[src/rtl/corebus_pkg.sv]
package corebus_pkg;

  // Strobes from control to datapath
  typedef struct packed {
    logic launch;    // capture the core request into the bus registers
    logic complete;  // capture the bus response into the core registers
  } dpStrobe_t;

  typedef enum logic {
    ST_IDLE    = 1'b0,
    ST_ONGOING = 1'b1
  } bridgeState_t;

endpackage

[src/rtl/corebus_ctrl.sv]
module corebus_ctrl
  import corebus_pkg::*;
(
  input  logic      clk,
  input  logic      rst,
  input  logic      coreReq,
  input  logic      wbAck,
  input  logic      wbErr,
  input  logic      wbStall,
  output logic      coreGnt,
  output logic      busy,
  output logic      stbQ,
  output logic      rvalidQ,
  output dpStrobe_t strobe
);

  bridgeState_t state;
  logic         respSeen;

  assign busy     = (state == ST_ONGOING);
  assign respSeen = busy & (wbAck | wbErr);

  always_comb begin
    coreGnt         = coreReq & ~busy;
    strobe.launch   = coreReq & ~busy;
    strobe.complete = respSeen;
  end

  always_ff @(posedge clk) begin
    if (rst) begin
      state   <= ST_IDLE;
      stbQ    <= 1'b0;
      rvalidQ <= 1'b0;
    end else begin
      rvalidQ <= respSeen;
      unique case (state)
        ST_IDLE: begin
          if (coreReq) begin
            state <= ST_ONGOING;
            stbQ  <= 1'b1;
          end
        end
        ST_ONGOING: begin
          if (respSeen) begin
            state <= ST_IDLE;
            stbQ  <= 1'b0;
          end else if (stbQ && !wbStall) begin
            stbQ <= 1'b0;
          end
        end
        default: state <= ST_IDLE;
      endcase
    end
  end

endmodule

[src/rtl/corebus_dp.sv]
module corebus_dp
  import corebus_pkg::*;
#(
  parameter int ADDR_W = 32,
  parameter int DATA_W = 32,
  localparam int SEL_W = DATA_W / 8
) (
  input  logic              clk,
  input  logic              rst,
  input  dpStrobe_t         strobe,
  input  logic [ADDR_W-1:0] coreAddr,
  input  logic              coreWe,
  input  logic [SEL_W-1:0]  coreBe,
  input  logic [DATA_W-1:0] coreWdata,
  input  logic [DATA_W-1:0] wbDatI,
  input  logic              wbErr,
  output logic [ADDR_W-1:0] adrQ,
  output logic              weQ,
  output logic [SEL_W-1:0]  selQ,
  output logic [DATA_W-1:0] datOQ,
  output logic [DATA_W-1:0] rdataQ,
  output logic              errQ
);

  always_ff @(posedge clk) begin
    if (rst) begin
      adrQ  <= '0;
      weQ   <= 1'b0;
      selQ  <= '0;
      datOQ <= '0;
    end else if (strobe.launch) begin
      adrQ  <= coreAddr;
      weQ   <= coreWe;
      selQ  <= coreBe;
      datOQ <= coreWdata;
    end
  end

  always_ff @(posedge clk) begin
    if (rst) begin
      rdataQ <= '0;
      errQ   <= 1'b0;
    end else if (strobe.complete) begin
      rdataQ <= weQ ? '0 : wbDatI;
      errQ   <= wbErr;
    end else begin
      errQ   <= 1'b0;
    end
  end

endmodule

[src/rtl/corebus_bridge.sv]
module corebus_bridge
  import corebus_pkg::*;
#(
  parameter int ADDR_W = 32,
  parameter int DATA_W = 32,
  localparam int SEL_W = DATA_W / 8
) (
  input  logic              clk,
  input  logic              rst,
  input  logic              coreReq,
  output logic              coreGnt,
  input  logic [ADDR_W-1:0] coreAddr,
  input  logic              coreWe,
  input  logic [SEL_W-1:0]  coreBe,
  input  logic [DATA_W-1:0] coreWdata,
  output logic              coreRvalid,
  output logic [DATA_W-1:0] coreRdata,
  output logic              coreErr,
  output logic              wbCyc,
  output logic              wbStb,
  output logic [ADDR_W-1:0] wbAdr,
  output logic              wbWe,
  output logic [SEL_W-1:0]  wbSel,
  output logic [DATA_W-1:0] wbDatO,
  input  logic [DATA_W-1:0] wbDatI,
  input  logic              wbAck,
  input  logic              wbErr,
  input  logic              wbStall
);

  dpStrobe_t strobe;
  logic      busy;
  logic      stbQ;
  logic      rvalidQ;

  corebus_ctrl u_ctrl (
    .clk     (clk),
    .rst     (rst),
    .coreReq (coreReq),
    .wbAck   (wbAck),
    .wbErr   (wbErr),
    .wbStall (wbStall),
    .coreGnt (coreGnt),
    .busy    (busy),
    .stbQ    (stbQ),
    .rvalidQ (rvalidQ),
    .strobe  (strobe)
  );

  corebus_dp #(
    .ADDR_W (ADDR_W),
    .DATA_W (DATA_W)
  ) u_dp (
    .clk       (clk),
    .rst       (rst),
    .strobe    (strobe),
    .coreAddr  (coreAddr),
    .coreWe    (coreWe),
    .coreBe    (coreBe),
    .coreWdata (coreWdata),
    .wbDatI    (wbDatI),
    .wbErr     (wbErr),
    .adrQ      (wbAdr),
    .weQ       (wbWe),
    .selQ      (wbSel),
    .datOQ     (wbDatO),
    .rdataQ    (coreRdata),
    .errQ      (coreErr)
  );

  assign wbCyc      = busy;
  assign wbStb      = stbQ;
  assign coreRvalid = rvalidQ;

endmodule

[config.mk]
export PLATFORM = sky130hd
export DESIGN_NAME = corebus_bridge
export DESIGN_NICKNAME = d
export VERILOG_FILES = /design/src/rtl/corebus_pkg.sv /design/src/rtl/corebus_ctrl.sv /design/src/rtl/corebus_dp.sv /design/src/rtl/corebus_bridge.sv
export SDC_FILE = /design/constraint.sdc
export NUM_CORES = 1
export LEC_CHECK = 0
export BUFFER_PORTS_ARGS = -buffer_cell sky130_fd_sc_hd__buf_2
export CAP_MARGIN = 0
export CORE_ASPECT_RATIO = 1.75
export CORE_MARGIN = 2
export CORE_UTILIZATION = 35
export DETAILED_ROUTE_END_ITERATION = 10
export GPL_ROUTABILITY_DRIVEN = 0
export PLACE_DENSITY = 0.71
export SYNTH_ARGS = -nofsm -noshare
export SYNTH_HDL_FRONTEND = slang
export SYNTH_SLANG_ARGS = --single-unit
[constraint.sdc]
create_clock -name clk -period 1.7 [get_ports clk]
set_input_delay 0.085 -clock clk [delete_from_list [all_inputs] [get_ports clk]]
set_output_delay 0.085 -clock clk [all_outputs]
set_load 0.01 [all_outputs]
# After elaboration in Yosys (flattened, before gate mapping)
# Cells that the tools add are included.
[totals]
regBits = 105
in_bits = 107
out_inout_bits = 106
elab_cells = 28
[op_classes]
eq_ne = 2
muxes = 8
n_bitwise = 5
n_reduce_logical = 4
[op_table]
columns = ["op", "n"]
rows = [
  ["two-way mux 32 bit", 1],
  ["two-way mux 1 bit", 5],
  ["case mux 1 bit (2 select lines)", 2],
  ["inequality test 3 bit, second input constant", 1],
  ["AND 1 bit", 2],
  ["inequality test 2 bit, second input constant", 1],
  ["NOT 1 bit", 2],
  ["AND reduction 2 bit", 1],
  ["OR reduction 2 bit", 1],
  ["logical AND 1 bit", 1],
  ["zero test 1 bit", 1],
  ["OR 1 bit", 1],
]

# Longest topological paths before layout
[depth]
word_depth = 5
ltp_mapped = 6

# Cells and area by module
# Synthesis repeated with hierarchy kept, for this count alone.
[unflattened]
cells_unflattened = 380
hier_area_um2 = 3916.3
[modules_own_cells]
columns = ["mod", "n_inst", "cells_each", "area_per_inst_um2", "seq_area_each_um2"]
rows = [
  ["corebus_dp", 1, 366, 3761.1, 2042.0],
  ["corebus_ctrl", 1, 14, 155.1, 60.1],
]

# Least setup slack after synthesis
# OpenSTA, ideal clock, no wires.
[synth_timing]
path_type = "register -> register"
start = "register u_ctrl.state, in the netlist u_ctrl.busy"
end = "register u_dp.adrQ[3]"
arrival_ns = 1.072
required_time_ns = 1.568
slack_ns = 0.496
stages_incl_launch_ff = 7
cell_sequence = "dfxtp_1 nand2b_1 buf_4 clkinv_2 buf_2 nand2_1 a21oi_2"
[synth_via]
elab_chain_cells = 2
[synth_lines]
columns = ["item", "line", "text"]
rows = [
  ["start: declaration", "corebus_ctrl.sv:17", "bridgeState_t state;"],
  ["start signal: assignment", "corebus_ctrl.sv:31", "state <= ST_IDLE;"],
  ["start signal: assignment", "corebus_ctrl.sv:39", "state <= ST_ONGOING;"],
  ["start signal: assignment", "corebus_ctrl.sv:45", "state <= ST_IDLE;"],
  ["NOT 1 bit", "--", ""],
  ["AND 1 bit", "--", ""],
  ["via coreGnt", "corebus_bridge.sv:11", "output logic coreGnt,"],
  ["end signal: assignment", "corebus_dp.sv:32", "adrQ <= coreAddr;"],
  ["end: declaration", "corebus_dp.sv:17", "output logic [ADDR_W-1:0] adrQ,"],
]
# The timed path passes the listed nets, and every way through them passes these cells.
# A chain may end at the register's enable or synchronous reset.

# Worst setup path in the final report
[layout_timing]
start = "register u_ctrl.state, in the netlist u_ctrl.busy"
end = "output port coreGnt"
[layout_via]
elab_chain_cells = 2
[layout_lines]
columns = ["item", "line", "text"]
rows = [
  ["NOT 1 bit", "corebus_ctrl.sv:24", "coreGnt = coreReq & ~busy;"],
  ["AND 1 bit", "corebus_ctrl.sv:24", ""],
  ["end: declaration", "corebus_bridge.sv:11", ""],
]
# No other way between the ends.

==> results.md <==
* Vias post-DR at around 4,100
* Detailed Routing Iterations Pass 1 at 5
* I/O Pins at around 210
* # setup viols final at 0
* Fin cells at between 800 and 900
* CP arrival at approximately 1.5 ns
* Port Buf Inserts at ~210
* Starting Density at roughly 36%
* Layout fillers at just over 900
* Layout cells sized above 1 at 35.8%
* Register bit total from synthesis at between 100 and 150
* Mapped Cells at 457
* Post-synth EDFFs at 0
* Area contributors post-synth: dfxtp_1, nand2_1, a21oi_1
* Share of the synthesized area in the top cell type at 55.2%
* Die height at 142 um
* Seq/Total Area, Yosys at 55.2%
* Dpl cells at a little under 800
* CTS tree: built
* CP Launch Type: flip-flop
* Layout area overhead at 56.5%
* Worst-Skew Late Latency at between 0.3 and 0.4 ns
* Clk slew on worst S/H paths at ~0.07 ns
* Die Area at around 0.012 mm^2
* Clock Skew at between 0.007 and 0.008 ns
* HP Class: in -> reg
* Hold buffers post-CTS at 68
* Cell area after layout at slightly below 0.006 mm^2
* RSZ-0062 raised after global routing: no
* Post-CTS resize count at 0
* TritonCTS Buffers at 9
* Crit path max fanout at between 40 and 50
* Hold Fails Final Rpt at 0
* P_leak at roughly 2.7 nW
* Status: finished clean
* FMAX at 638 MHz
* WS Path Type: reg -> out
* Clk sinks at 105
* Core Area at around 0.011 mm^2
* Routed WL at around 12,000 um
* Synthesized area at 0.00381 mm^2
* VDD IR max at 493 uV
* Async set or reset register ratio after synthesis at 0%
* Final #Nets at around 830
* Dpl ws at roughly 0.44 ns
* Max-Cap Viols at 0
* Final setup TNS at 0 ns
* Overflow after GRT at 0
* Initial antenna violation count at 0
* # diodes at 0
* Crit path time final at approximately 1.6 ns
* Die W at around 83 um
* Vias per Instance at about 4.8
* CTS max path bufs at 2
* Critical path endpoint category: output pin
* Area leader, netlist: dfxtp_1
* # H-tree levels at 3
* Worst-Margin Slew at between 0.4 and 0.5 ns
* Worst Hold Slack at 0.0109 ns
* First-pass GRT wire length at between 15,000 and 20,000 um
* Ys flop type: dfxtp_1
* Dpl hpwl at ~7600 um
* Library cells used by synthesis at 19
* Slew margin rel. at between 60 and 70%
* Tot GR Track Use at between 15 and 20%
* Post-CTS Setup Inserts at 0
* Setup WS post-layout at approximately 0.13 ns
* Critical Path RT at around 1.6 ns
* Warnings, synthesis at 0
* Max-slew violations at 0
* Iteration-0 DRC Markers at roughly 150
* # rows at 50
* Top-count cell post-synth: nand2_1
* Syn_nets at around 560
* Pin count of the biggest net entering global routing at 59
* # DRC at 0
* Pwr/cell area at ~950 mW/mm^2
* Syn_area_per_cell at between 8 and 9 um^2
* Vias in the first global route at ~4,000
* Clock Tree Root: clkbuf_16
* Top cells by count, synth: nand2_1, dfxtp_1, a21oi_1, nand3b_1, buf_2
* Post-DRT Antenna Nets at 0
* Wire per inst at between 10 and 15 um
* DP Area at about 0.005 mm^2
* Final period util at 92.2%
layout make-up:
cell class	instances	area [um^2]	share of cell area, %
flip-flops and latches	105	2100	35.3
repair buffers	291	1880	31.6
multi-input cells	313	1500	25.2
clock buffers	9	225	3.78
well taps	130	163	2.73
clock inverters	6	75.1	1.26
inverters	2	8.76	0.147
metal layers:
layer  GRT usage [%]  vias up  part of all wire (%)
met4            9.58        0                   3.6
met2            35.3      194                    53
li1                -     2009                     -
met5               0        -                     0
met1            20.8     1884                    37
met3            4.23       37                   6.2
layout by cell type, fill, tap and decap left out, types with 2 or more instances in the layout:
master / instances
dfxtp_1: 105
buf_12: 4
inv_6: 2
clkbuf_16: 9
buf_2: 211
buf_4: 7
nand3b_1: 32
nor2_1: 3
nand2_2: 10
nor3_1: 2
nand2_1: 161
dlygate4sd3_1: 69
a21oi_1: 91
a21oi_2: 10
final timing paths:
| check | startpoint | to | slack (ns) | cells after the start |
|---|---|---|---|---|
| max reg2reg | u_ctrl.busy$_SDFF_PP0_ | u_dp.datOQ[12]$_SDFFE_PP0P_ | 0.42 | 5 |
| min reg2reg | u_dp.rdataQ[12]$_SDFFE_PP0P_ | u_dp.rdataQ[12]$_SDFFE_PP0P_ | 0.45 | 2 |
| max | u_ctrl.busy$_SDFF_PP0_ | coreGnt | 0.13 | 4 |
| min | wbErr | u_dp.errQ$_SDFF_PP0_ | 0.01 | 3 |
logic make-up after synthesis:
kind of cell	share of synthesized area [%]
and+or+nand+nor	24.6
buffers and inverters	5.46
AOI/OAI and AO/OA	14.8
DFF	55.2
worst max-delay path, cell delays in order, from the launching register on:
cell	delay, ns
dfxtp_1	0.31
nand2b_2	0.19
clkinv_2	0.06
buf_4	0.36
buf_2	0.22
flip-flops by register name, indices dropped and copies added, names as in the netlist:
register / flops
u_ctrl.busy: 1
u_ctrl.rvalidQ: 1
u_ctrl.stbQ: 1
u_dp.adrQ: 32
u_dp.datOQ: 32
u_dp.errQ: 1
u_dp.rdataQ: 32
u_dp.selQ: 4
u_dp.weQ: 1
metrics by stage:
| stage | utilization [%] | power [mW] |
|---|---|---|
| 5_1_grt | 56.0 | 5.92 |
| 3_3_place_gp | 46.7 | 3.48 |
| 4_1_cts | 55.9 | 5.72 |
| 6_report | 56.0 | 5.65 |
| 2_1_floorplan | - | 3.15 |
| 3_5_place_dp | 46.7 | 3.51 |
power by group:
group	switching (mW)	internal [mW]
Combinational	0.469	0.434
Clock	0.917	1.16
Sequential	0.0741	2.60
Total	1.46	4.19
No activity file was read; power rests on OpenSTA's default activity.
